==> src/rtl/mdio_pkg.sv <==
package mdio_pkg;
  typedef enum logic [1:0] {FR_ADDR = 2'd0, FR_WR = 2'd1, FR_RD = 2'd2} fr_kind_e;

  localparam logic [1:0] REG_CFG  = 2'd0;
  localparam logic [1:0] REG_CTL  = 2'd1;
  localparam logic [1:0] REG_ADDR = 2'd2;
  localparam logic [1:0] REG_DATA = 2'd3;

  localparam int CFG_BUSY    = 0;
  localparam int CFG_ERR     = 1;
  localparam int CFG_C45     = 2;
  localparam int CFG_EDGE    = 3;
  localparam int CFG_DIV_LSB = 8;

  localparam int CTL_DEV_LSB = 0;
  localparam int CTL_PHY_LSB = 5;
  localparam int CTL_RD      = 15;

  localparam int PRE_LEN   = 32;
  localparam int FRAME_LEN = 64;
  localparam int TA_IDX    = 46;
  localparam int DATA_IDX  = TA_IDX + 2;
  localparam int IDX_W     = $clog2(FRAME_LEN);
endpackage

==> src/rtl/mdio_clk_div.sv <==
module mdio_clk_div #(
  parameter int DIV_W = 8
) (
  input  logic             clk_i,
  input  logic             rst_ni,
  input  logic             run_i,
  input  logic [DIV_W-1:0] div_i,
  output logic             sample_o,
  output logic             drive_o,
  output logic             ph_o
);
  logic [DIV_W-1:0] cnt_q;
  logic             ph_q;
  logic             tick;

  assign tick     = run_i && (cnt_q == div_i);
  assign sample_o = tick && !ph_q;  // first toggle of each period
  assign drive_o  = tick && ph_q;   // second toggle
  assign ph_o     = ph_q;

  always_ff @(posedge clk_i or negedge rst_ni) begin
    if (!rst_ni) begin
      cnt_q <= '0;
      ph_q  <= 1'b0;
    end else if (!run_i) begin
      cnt_q <= '0;
      ph_q  <= 1'b0;
    end else if (tick) begin
      cnt_q <= '0;
      ph_q  <= ~ph_q;
    end else begin
      cnt_q <= cnt_q + 1'b1;
    end
  end
endmodule

==> src/rtl/mdio_frame.sv <==
module mdio_frame
  import mdio_pkg::*;
(
  input  logic        clk_i,
  input  logic        rst_ni,
  input  logic        start_i,
  input  fr_kind_e    kind_i,
  input  logic        c45_i,
  input  logic [4:0]  phy_i,
  input  logic [4:0]  dev_i,
  input  logic [15:0] payload_i,
  input  logic        sample_i,
  input  logic        drive_i,
  input  logic        mdio_i,
  output logic        busy_o,
  output logic        rd_o,
  output logic        mdio_o,
  output logic        mdio_oe_o,
  output logic        done_o,
  output logic [15:0] rd_data_o,
  output logic        ta_err_o
);
  logic                 busy_q, rd_q, err_q;
  logic [FRAME_LEN-1:0] frame_q, frame_d;
  logic [IDX_W-1:0]     idx_q;
  logic [15:0]          rx_q;
  logic [1:0]           st, op, ta;
  logic [15:0]          body;

  always_comb begin
    st   = c45_i ? 2'b00 : 2'b01;
    ta   = 2'b10;
    body = payload_i;
    unique case (kind_i)
      FR_ADDR: op = 2'b00;
      FR_WR:   op = 2'b01;
      FR_RD:   op = c45_i ? 2'b11 : 2'b10;
      default: op = 2'b00;
    endcase
    if (kind_i == FR_RD) begin
      ta   = 2'b11;
      body = '1;
    end
    frame_d = {{PRE_LEN{1'b1}}, st, op, phy_i, dev_i, ta, body};
  end

  assign busy_o    = busy_q;
  assign rd_o      = rd_q;
  assign mdio_o    = frame_q[FRAME_LEN-1];
  assign mdio_oe_o = busy_q && !(rd_q && idx_q >= IDX_W'(TA_IDX));
  assign done_o    = busy_q && drive_i && (idx_q == IDX_W'(FRAME_LEN - 1));
  assign rd_data_o = rx_q;
  assign ta_err_o  = err_q;

  always_ff @(posedge clk_i or negedge rst_ni) begin
    if (!rst_ni) begin
      busy_q  <= 1'b0;
      rd_q    <= 1'b0;
      err_q   <= 1'b0;
      frame_q <= '0;
      idx_q   <= '0;
      rx_q    <= '0;
    end else if (start_i && !busy_q) begin
      busy_q  <= 1'b1;
      rd_q    <= (kind_i == FR_RD);
      err_q   <= 1'b0;
      frame_q <= frame_d;
      idx_q   <= '0;
      rx_q    <= '0;
    end else if (busy_q) begin
      if (sample_i && rd_q) begin
        if (idx_q == IDX_W'(TA_IDX + 1)) err_q <= mdio_i;
        if (idx_q >= IDX_W'(DATA_IDX))   rx_q  <= {rx_q[14:0], mdio_i};
      end
      if (drive_i) begin
        frame_q <= frame_q << 1;
        idx_q   <= idx_q + 1'b1;
        if (idx_q == IDX_W'(FRAME_LEN - 1)) busy_q <= 1'b0;
      end
    end
  end
endmodule

==> src/rtl/mdio_regs.sv <==
module mdio_regs
  import mdio_pkg::*;
#(
  parameter int DIV_W = 8
) (
  input  logic             clk_i,
  input  logic             rst_ni,
  input  logic             wr_i,
  input  logic [1:0]       addr_i,
  input  logic [31:0]      wdata_i,
  output logic [31:0]      rdata_o,
  input  logic             busy_i,
  input  logic             done_i,
  input  logic             done_rd_i,
  input  logic [15:0]      rd_data_i,
  input  logic             ta_err_i,
  output logic [DIV_W-1:0] div_o,
  output logic             edge_o,
  output logic             c45_o,
  output logic             err_o,
  output logic [4:0]       phy_o,
  output logic [4:0]       dev_o,
  output logic             start_o,
  output fr_kind_e         kind_o,
  output logic [4:0]       f_phy_o,
  output logic [4:0]       f_dev_o,
  output logic [15:0]      f_payload_o
);
  logic [DIV_W-1:0] div_q;
  logic             edge_q, c45_q, err_q;
  logic [4:0]       phy_q, dev_q;
  logic [15:0]      addr_q, data_q;
  logic             acc, wr_cfg, wr_ctl, wr_adr, wr_dat, go_rd, go_adr;

  assign acc    = wr_i && !busy_i;
  assign wr_cfg = acc && addr_i == REG_CFG;
  assign wr_ctl = acc && addr_i == REG_CTL;
  assign wr_adr = acc && addr_i == REG_ADDR;
  assign wr_dat = acc && addr_i == REG_DATA;
  assign go_rd  = wr_ctl && wdata_i[CTL_RD];
  assign go_adr = wr_adr && c45_q;

  assign start_o     = go_rd || go_adr || wr_dat;
  assign kind_o      = go_rd ? FR_RD : (go_adr ? FR_ADDR : FR_WR);
  assign f_phy_o     = wr_ctl ? wdata_i[CTL_PHY_LSB +: 5] : phy_q;
  assign f_dev_o     = wr_ctl ? wdata_i[CTL_DEV_LSB +: 5] : dev_q;
  assign f_payload_o = wdata_i[15:0];

  assign div_o  = div_q;
  assign edge_o = edge_q;
  assign c45_o  = c45_q;
  assign err_o  = err_q;
  assign phy_o  = phy_q;
  assign dev_o  = dev_q;

  always_comb begin
    rdata_o = '0;
    unique case (addr_i)
      REG_CFG: begin
        rdata_o[CFG_BUSY]                = busy_i;
        rdata_o[CFG_ERR]                 = err_q;
        rdata_o[CFG_C45]                 = c45_q;
        rdata_o[CFG_EDGE]                = edge_q;
        rdata_o[CFG_DIV_LSB +: DIV_W]    = div_q;
      end
      REG_CTL: begin
        rdata_o[CTL_DEV_LSB +: 5] = dev_q;
        rdata_o[CTL_PHY_LSB +: 5] = phy_q;
      end
      REG_ADDR: rdata_o[15:0] = addr_q;
      default:  rdata_o[15:0] = data_q;
    endcase
  end

  always_ff @(posedge clk_i or negedge rst_ni) begin
    if (!rst_ni) begin
      div_q  <= '0;
      edge_q <= 1'b0;
      c45_q  <= 1'b0;
      err_q  <= 1'b0;
      phy_q  <= '0;
      dev_q  <= '0;
      addr_q <= '0;
      data_q <= '0;
    end else begin
      if (wr_cfg) begin
        div_q  <= wdata_i[CFG_DIV_LSB +: DIV_W];
        edge_q <= wdata_i[CFG_EDGE];
        c45_q  <= wdata_i[CFG_C45];
      end
      if (wr_ctl) begin
        phy_q <= wdata_i[CTL_PHY_LSB +: 5];
        dev_q <= wdata_i[CTL_DEV_LSB +: 5];
      end
      if (wr_adr) addr_q <= wdata_i[15:0];
      if (wr_dat) data_q <= wdata_i[15:0];
      if (go_rd || go_adr) err_q <= 1'b0;
      if (done_i && done_rd_i) begin
        data_q <= rd_data_i;
        err_q  <= ta_err_i;
      end
    end
  end
endmodule

==> src/rtl/mdio_master.sv <==
module mdio_master
  import mdio_pkg::*;
#(
  parameter int DIV_W = 8
) (
  input  logic        clk_i,
  input  logic        rst_ni,
  input  logic        reg_wr_i,
  input  logic [1:0]  reg_addr_i,
  input  logic [31:0] reg_wdata_i,
  output logic [31:0] reg_rdata_o,
  output logic        mdc_o,
  output logic        mdio_o,
  output logic        mdio_oe_o,
  input  logic        mdio_i
);
  logic [DIV_W-1:0] div;
  logic             edge_sel, c45, rd_err, busy, frame_rd, done;
  logic [4:0]       phy, dev, f_phy, f_dev;
  logic [15:0]      f_payload, rd_data;
  logic             start, ta_err, sample, drive, ph;
  fr_kind_e         kind;

  mdio_regs #(.DIV_W(DIV_W)) u_regs (
    .clk_i, .rst_ni,
    .wr_i(reg_wr_i), .addr_i(reg_addr_i), .wdata_i(reg_wdata_i), .rdata_o(reg_rdata_o),
    .busy_i(busy), .done_i(done), .done_rd_i(frame_rd), .rd_data_i(rd_data), .ta_err_i(ta_err),
    .div_o(div), .edge_o(edge_sel), .c45_o(c45), .err_o(rd_err), .phy_o(phy), .dev_o(dev),
    .start_o(start), .kind_o(kind), .f_phy_o(f_phy), .f_dev_o(f_dev), .f_payload_o(f_payload)
  );

  mdio_clk_div #(.DIV_W(DIV_W)) u_div (
    .clk_i, .rst_ni, .run_i(busy), .div_i(div),
    .sample_o(sample), .drive_o(drive), .ph_o(ph)
  );

  mdio_frame u_frame (
    .clk_i, .rst_ni, .start_i(start), .kind_i(kind), .c45_i(c45),
    .phy_i(f_phy), .dev_i(f_dev), .payload_i(f_payload),
    .sample_i(sample), .drive_i(drive), .mdio_i(mdio_i),
    .busy_o(busy), .rd_o(frame_rd), .mdio_o(mdio_o), .mdio_oe_o(mdio_oe_o),
    .done_o(done), .rd_data_o(rd_data), .ta_err_o(ta_err)
  );

  // Idle level follows edge select so the first toggle of a frame is always a sample edge.
  assign mdc_o = ph ^ edge_sel;
endmodule

==> config.mk <==
export PLATFORM = sky130hd
export DESIGN_NAME = mdio_master
export DESIGN_NICKNAME = d
export VERILOG_FILES = /design/src/rtl/mdio_pkg.sv /design/src/rtl/mdio_clk_div.sv /design/src/rtl/mdio_frame.sv /design/src/rtl/mdio_regs.sv /design/src/rtl/mdio_master.sv
export SDC_FILE = /design/constraint.sdc
export NUM_CORES = 1
export LEC_CHECK = 0
export ABC_CLOCK_PERIOD_IN_PS = 3500
export BUFFER_PORTS_ARGS = -buffer_cell sky130_fd_sc_hd__buf_2
export CORE_MARGIN = 3
export CORE_UTILIZATION = 59
export DETAILED_ROUTE_END_ITERATION = 16
export GPL_ROUTABILITY_DRIVEN = 0
export PLACE_DENSITY = 0.76
export SYNTH_ARGS = -nofsm -noshare
export SYNTH_HDL_FRONTEND = slang
export SYNTH_HIERARCHICAL = 1
export SYNTH_SLANG_ARGS = --single-unit
==> constraint.sdc <==
create_clock -name clk_i -period 3.5 [get_ports clk_i]
set_input_delay 0.7 -clock clk_i [delete_from_list [all_inputs] [get_ports clk_i]]
set_output_delay 0.7 -clock clk_i [all_outputs]
set_load 0.01 [all_outputs]
==> reports/results.ini, run 1 <==
[routing]
drtAntennaViolNets=0
via_per_inst=6.13
num_vias=4925
drcViolationCount=0
drt_iter0_markers=311
dr.pass1.iters=5
wl_mm=15.7
wl_per_cell_um=19.5

[critical_path]
crit_buf_inv=1
critical_path_peak_fanout=17
cpMaxStageDelayCell=dfrtp_1
cp-end-kind=flop
critPathMaxStageDelay_ps=440
arrival_ps=3380
path_class=flop to flop
worst_path_most_repeated_cell=mux2_2
startpoint_type=flop
required_ps=3800
crit_family=simple AND/OR/NAND/NOR gates
crit_chain=xnor2_1, nand4_1, nor2_1, and3_1, nand2_1, nor3b_1, nand2_2, buf_4, mux2_2, mux2_2

[floorplanning]
io_pins=73
die_w_um=116
die_y_um=116
rows=39
coreArea_um2=11600
initial_core_util_pct=61.3
die_area_um2=13400

[timing]
slew_viol_final=0
finalHoldViolCount=0
max_slew.worst_pin.slew_ps=786
fmax_mhz=324
worst_clock_skew_ps=10.6
timing.final.crit_share_pct=88.3
fin_crit_ps=3090
holdWs_ps=327
grt_setup_unrepaired=false
setup_viol=0
tns_ps=0
slew-limit-headroom_pct=47.6

[cts]
htreeDepth=4
cts_resized=0
path_clk_slew_ps=60
cts_made_buffers=17
ctsRootBufferMaster=clkbuf_16
cts_buffer_depth=2
clock_sinks=151
postCtsSetupBuffers=0
cts_tree=yes
clock_latency_ps=420
cts_hold_buf=0

[cells_and_area]
postLayoutCellArea_um2=7830
diodes=0
area.growth.synth_to_final_pct=9.95
seq_area_um2=3780
fin_util_pct=67.4
multi_input_area_um2=2920
fill_cells=864
final_common_cell=dfrtp_1
final_cell_mix=dfrtp_1 (151), nand2_1 (98), mux2_2 (78)
drive_above_1_share_pct=27.7
nets=692

[run_status]
outcome=finished clean

[grt]
met1_usage_pct=34.9
use_met3_pct=5.95
grt_overflow=0
grt_max_degree=87
grt_use_met2_pct=39.2
grt_pass1_vias=4962
busiest_layer=met2
grt_use_total_pct=25.2
grt_pass1_wl_mm=25.8
grt_antenna_before_repair=0

[synth]
yosys_warnings=6
syn_area_per_cell_um2=11.4
synth_edf_count=0
synth-async-reset-ratio_pct=100
synthFlopType=dfrtp_1
ys_ff_latch=151
synthDistinctLibCells=50
seq_area_frac_synth_pct=53.1
synthCells=627
mappedNetlistArea_um2=7120

[job]
drv_cap=0

[placement]
hpwl_mm=10.2
io_buffers=40
placed_cell_area_um2=7240

[power_and_ir_drop]
static-leakage-power_nw=3.58
p_per_area_nw_per_um2=829
ir_drop_mv=0.700

[worst_hold_path]
min_path_type=input port to asynchronous set/reset pin

[worst register-to-register path, delay by kind of cell, from the launching register on]
kind	cells	cell delay (ps)
simple gates	6	1470
xor+xnor	1	240
mux	2	580
flops	1	440
buf+inv	1	230
[cell usage after synthesis (all sizes together) (3+ instances only)]
cell type  instances  share of area [%]
a21oi              4               0.28
a22o              11                1.4
a22oi              9               0.95
and2               7               0.65
and3               7               0.62
buf               64                6.1
clkbuf             6               0.33
dfrtp            151                 53
ha                 5               0.88
inv                5               0.26
mux2              78                 12
mux2i              4               0.56
mux4               6                1.9
nand2            101                5.4
nand2b             3               0.37
nand3             47                3.3
nand4              4               0.35
nor2              15               0.79
nor3b              3               0.47
o21ai             36                2.6
o22a              22                2.7
xnor2             10                1.2
xor2               6               0.74
[report_power, final]
part / total, mW / switching, mW / internal [mW] / leakage, nW
clock network: 1.80 / 0.679 / 1.12 / 0.282
logic: 1.55 / 0.720 / 0.833 / 1.50
registers: 3.13 / 0.564 / 2.57 / 1.79
total: 6.49 / 1.96 / 4.52 / 3.58
[cell type report]
| cell class | instances | share of cell area [%] |
|---|---|---|
| well taps | 143 | 2.29 |
| clock inverters | 7 | 1.20 |
| clock buffers | 24 | 6.28 |
| multi-input cells | 416 | 37.3 |
| inverters | 5 | 0.240 |
| flip-flops and latches | 151 | 48.3 |
| repair buffers | 58 | 4.36 |
[cells by family after synthesis]
logic type	Yosys count	share of synthesized area, %
mux	88	14.8
compound gates	94	9.30
other cells	1	0.0527
buf+inv	75	6.73
fa+ha+maj	5	0.879
flops	151	53.1
simple gates	197	13.2
xor+xnor	16	1.97
[metrics by stage]
step	instances	setup WS, ps	power [mW]
after global routing	804	283	6.87
after global placement	773	614	4.55
after detailed placement	773	494	4.68
after floorplan	642	984	4.17
after CTS	804	470	6.52
final	804	411	6.49
[final timing paths]
path	cells past startpoint	slack [ps]	start	endpoint
worst max-delay path	10	410	u_regs/div_o[0]$_DFFE_PN0P_	u_regs/data_q[6]$_DFFE_PN0P_
worst min-delay path	1	330	rst_ni	u_frame/frame_q[43]$_DFFE_PN0P_
worst max register to register	10	410	u_regs/div_o[0]$_DFFE_PN0P_	u_regs/data_q[6]$_DFFE_PN0P_
worst min register to register	2	480	u_frame/frame_q[19]$_DFFE_PN0P_	u_frame/frame_q[19]$_DFFE_PN0P_
max in group asynchronous	2	2360	rst_ni	u_regs/data_q[1]$_DFFE_PN0P_
min in group clk_i	2	480	u_frame/frame_q[19]$_DFFE_PN0P_	u_frame/frame_q[19]$_DFFE_PN0P_
[metal layers]
layer / vias to the layer above / routed length (um)
li1: 2205 / -
met2: 167 / 7490
met4: 0 / 289
met1: 2523 / 7040
met5: - / 0
met3: 30 / 846
[registers in the layout, summed over array words and instances, names as in the netlist]
signal	flops
u_div/cnt_q	8
u_div/ph_o	1
u_frame/busy_o	1
u_frame/frame_q	64
u_frame/idx_q	6
u_frame/rd_data_o	16
u_frame/rd_o	1
u_frame/ta_err_o	1
u_regs/addr_q	16
u_regs/c45_o	1
u_regs/data_q	16
u_regs/dev_o	5
u_regs/div_o	8
u_regs/edge_o	1
u_regs/err_o	1
u_regs/phy_o	5
Note: power is estimated with default switching activity, not from simulation.
==> run 2, diff against run 1 <==
- PLACE_DENSITY: 0.76 -> 0.85
==> run 2 against run 1 <==
  * Sequential cell count is the same
  * Register-to-register slack improved by 20 ps
  * Combinational power is essentially flat
  * Global-route usage increased by 0.24 points
  * Cell area is 0.91% higher
  * Hold slack improved by 7.1 ps
  * Sequential share of layout area decreased by 0.44 points
  * Highest routed layer unchanged
==> reports/results.ini, run 2 (synthesis results as in run 1) <==
[run_status]
outcome=finished clean

[cts]
cts_made_buffers=17
cts_hold_buf=0
clock_latency_ps=430
cts_resized=0
clock_sinks=151
htreeDepth=4
ctsRootBufferMaster=clkbuf_16
cts_tree=yes
postCtsSetupBuffers=0
path_clk_slew_ps=60
cts_buffer_depth=2

[job]
drv_cap=0

[power_and_ir_drop]
net-switching-power_mw=2.03
p_comb_share_pct=23.3
pwr-share-clk_pct=29.9
p_total_mw=6.73
p_int_mw=4.71
p_per_area_nw_per_um2=853
ir_drop_mv=0.532
seqPwrFrac_pct=46.8
static-leakage-power_nw=3.61
switching_share_pct=30.1

[timing]
holdWs_ps=334
slew_viol_final=0
max_slew.worst_pin.slew_ps=761
fmax_mhz=326
setup_ws_ps=428
worst_clock_skew_ps=10.2
slew-limit-headroom_pct=48.3
setup_viol=0
tns_ps=0
fin_crit_ps=3070
finalHoldViolCount=0
timing.final.crit_share_pct=87.8
grt_setup_unrepaired=false

[cells_and_area]
largest_reg_flops=64
fin_util_pct=68.0
drive_above_1_share_pct=27.7
area.growth.synth_to_final_pct=11.0
final_cell_mix=dfrtp_1 (151), nand2_1 (98), mux2_2 (78)
top_register=u_frame/frame_q
final_common_cell=dfrtp_1
nets=691
postLayoutCellArea_um2=7900
final_cells=804
diodes=0

[routing]
via_per_inst=6.08
num_vias=4889
wl_mm=15.8
drt_iter0_markers=424
wl_per_cell_um=19.7
drtAntennaViolNets=0
drcViolationCount=0
dr.pass1.iters=5

[placement]
place_inst=772
hpwl_mm=10.3
placed_cell_area_um2=7240
io_buffers=40
pre_cts_ws_ps=466

[grt]
grt_max_degree=85
grt_antenna_before_repair=0
grt_use_total_pct=25.5
grt_pass1_wl_mm=25.9
grt_pass1_vias=4997
grt_overflow=0

[critical_path]
r2r_slack_ps=430
required_ps=3800
critical_path_peak_fanout=11
r2r-end=u_regs/data_q[10]$_DFFE_PN0P_
cp-end-kind=flop
path_class=flop to flop
reg2reg_from=u_regs/div_o[0]$_DFFE_PN0P_
r2r_cells=10
startpoint_type=flop
arrival_ps=3380

[floorplanning]
die_w_um=116
rows=39
coreArea_um2=11600
die_y_um=116
io_pins=73
die_area_um2=13400
initial_core_util_pct=61.3

[worst_hold_path]
min_path_type=input port to asynchronous set/reset pin

[run 2: worst max-delay path, stage by stage (launching register included)]
cell	delay (ps)
dfrtp_1	430
xnor2_1	190
nand4_1	240
nor2_1	230
and3_1	340
nand2_1	100
nor3b_1	350
nand2_2	240
buf_4	270
mux2_2	290
mux2_2	280
[run 2: per-layer routing]
layer  GRT usage [%]  wire, um  vias up
met5               0         0        -
met4            10.9       415        0
met3            7.05      1110       39
met2            38.3      7550      213
met1            35.1      6730     2444
li1                -         -     2193
[run 2: worst max path at each step]
stage	start	endpoint	slack (ps)	cells past startpoint
floorplan	u_div/cnt_q[5]$_DFF_PN0_	u_regs/data_q[10]$_DFFE_PN0P_	980	10
finish	u_regs/div_o[0]$_DFFE_PN0P_	u_regs/data_q[10]$_DFFE_PN0P_	430	10
global placement	reg_addr_i[0]	u_frame/frame_q[1]$_DFFE_PN0P_	550	8
global route	u_regs/div_o[0]$_DFFE_PN0P_	u_regs/data_q[10]$_DFFE_PN0P_	190	9
detailed placement	u_regs/div_o[0]$_DFFE_PN0P_	u_regs/data_q[10]$_DFFE_PN0P_	470	9
CTS	u_regs/div_o[0]$_DFFE_PN0P_	u_regs/data_q[10]$_DFFE_PN0P_	440	10
[run 2: area by class of cell]
type	count	area [um2]
clock buffers	21	460
well taps	143	179
flip-flops and latches	151	3780
multi-input cells	416	2920
repair buffers	57	347
fillers	814	3720
clock inverters	11	194
inverters	5	18.8
[run 2: power by group through the flow]
stage / clock network, mW / logic, mW / registers, mW
floorplan: 0 / 1.20 / 2.97
global placement: 0 / 1.46 / 3.09
detailed placement: 0 / 1.56 / 3.16
CTS: 2.04 / 1.58 / 3.15
global route: 2.12 / 1.75 / 3.26
finish: 2.01 / 1.57 / 3.15
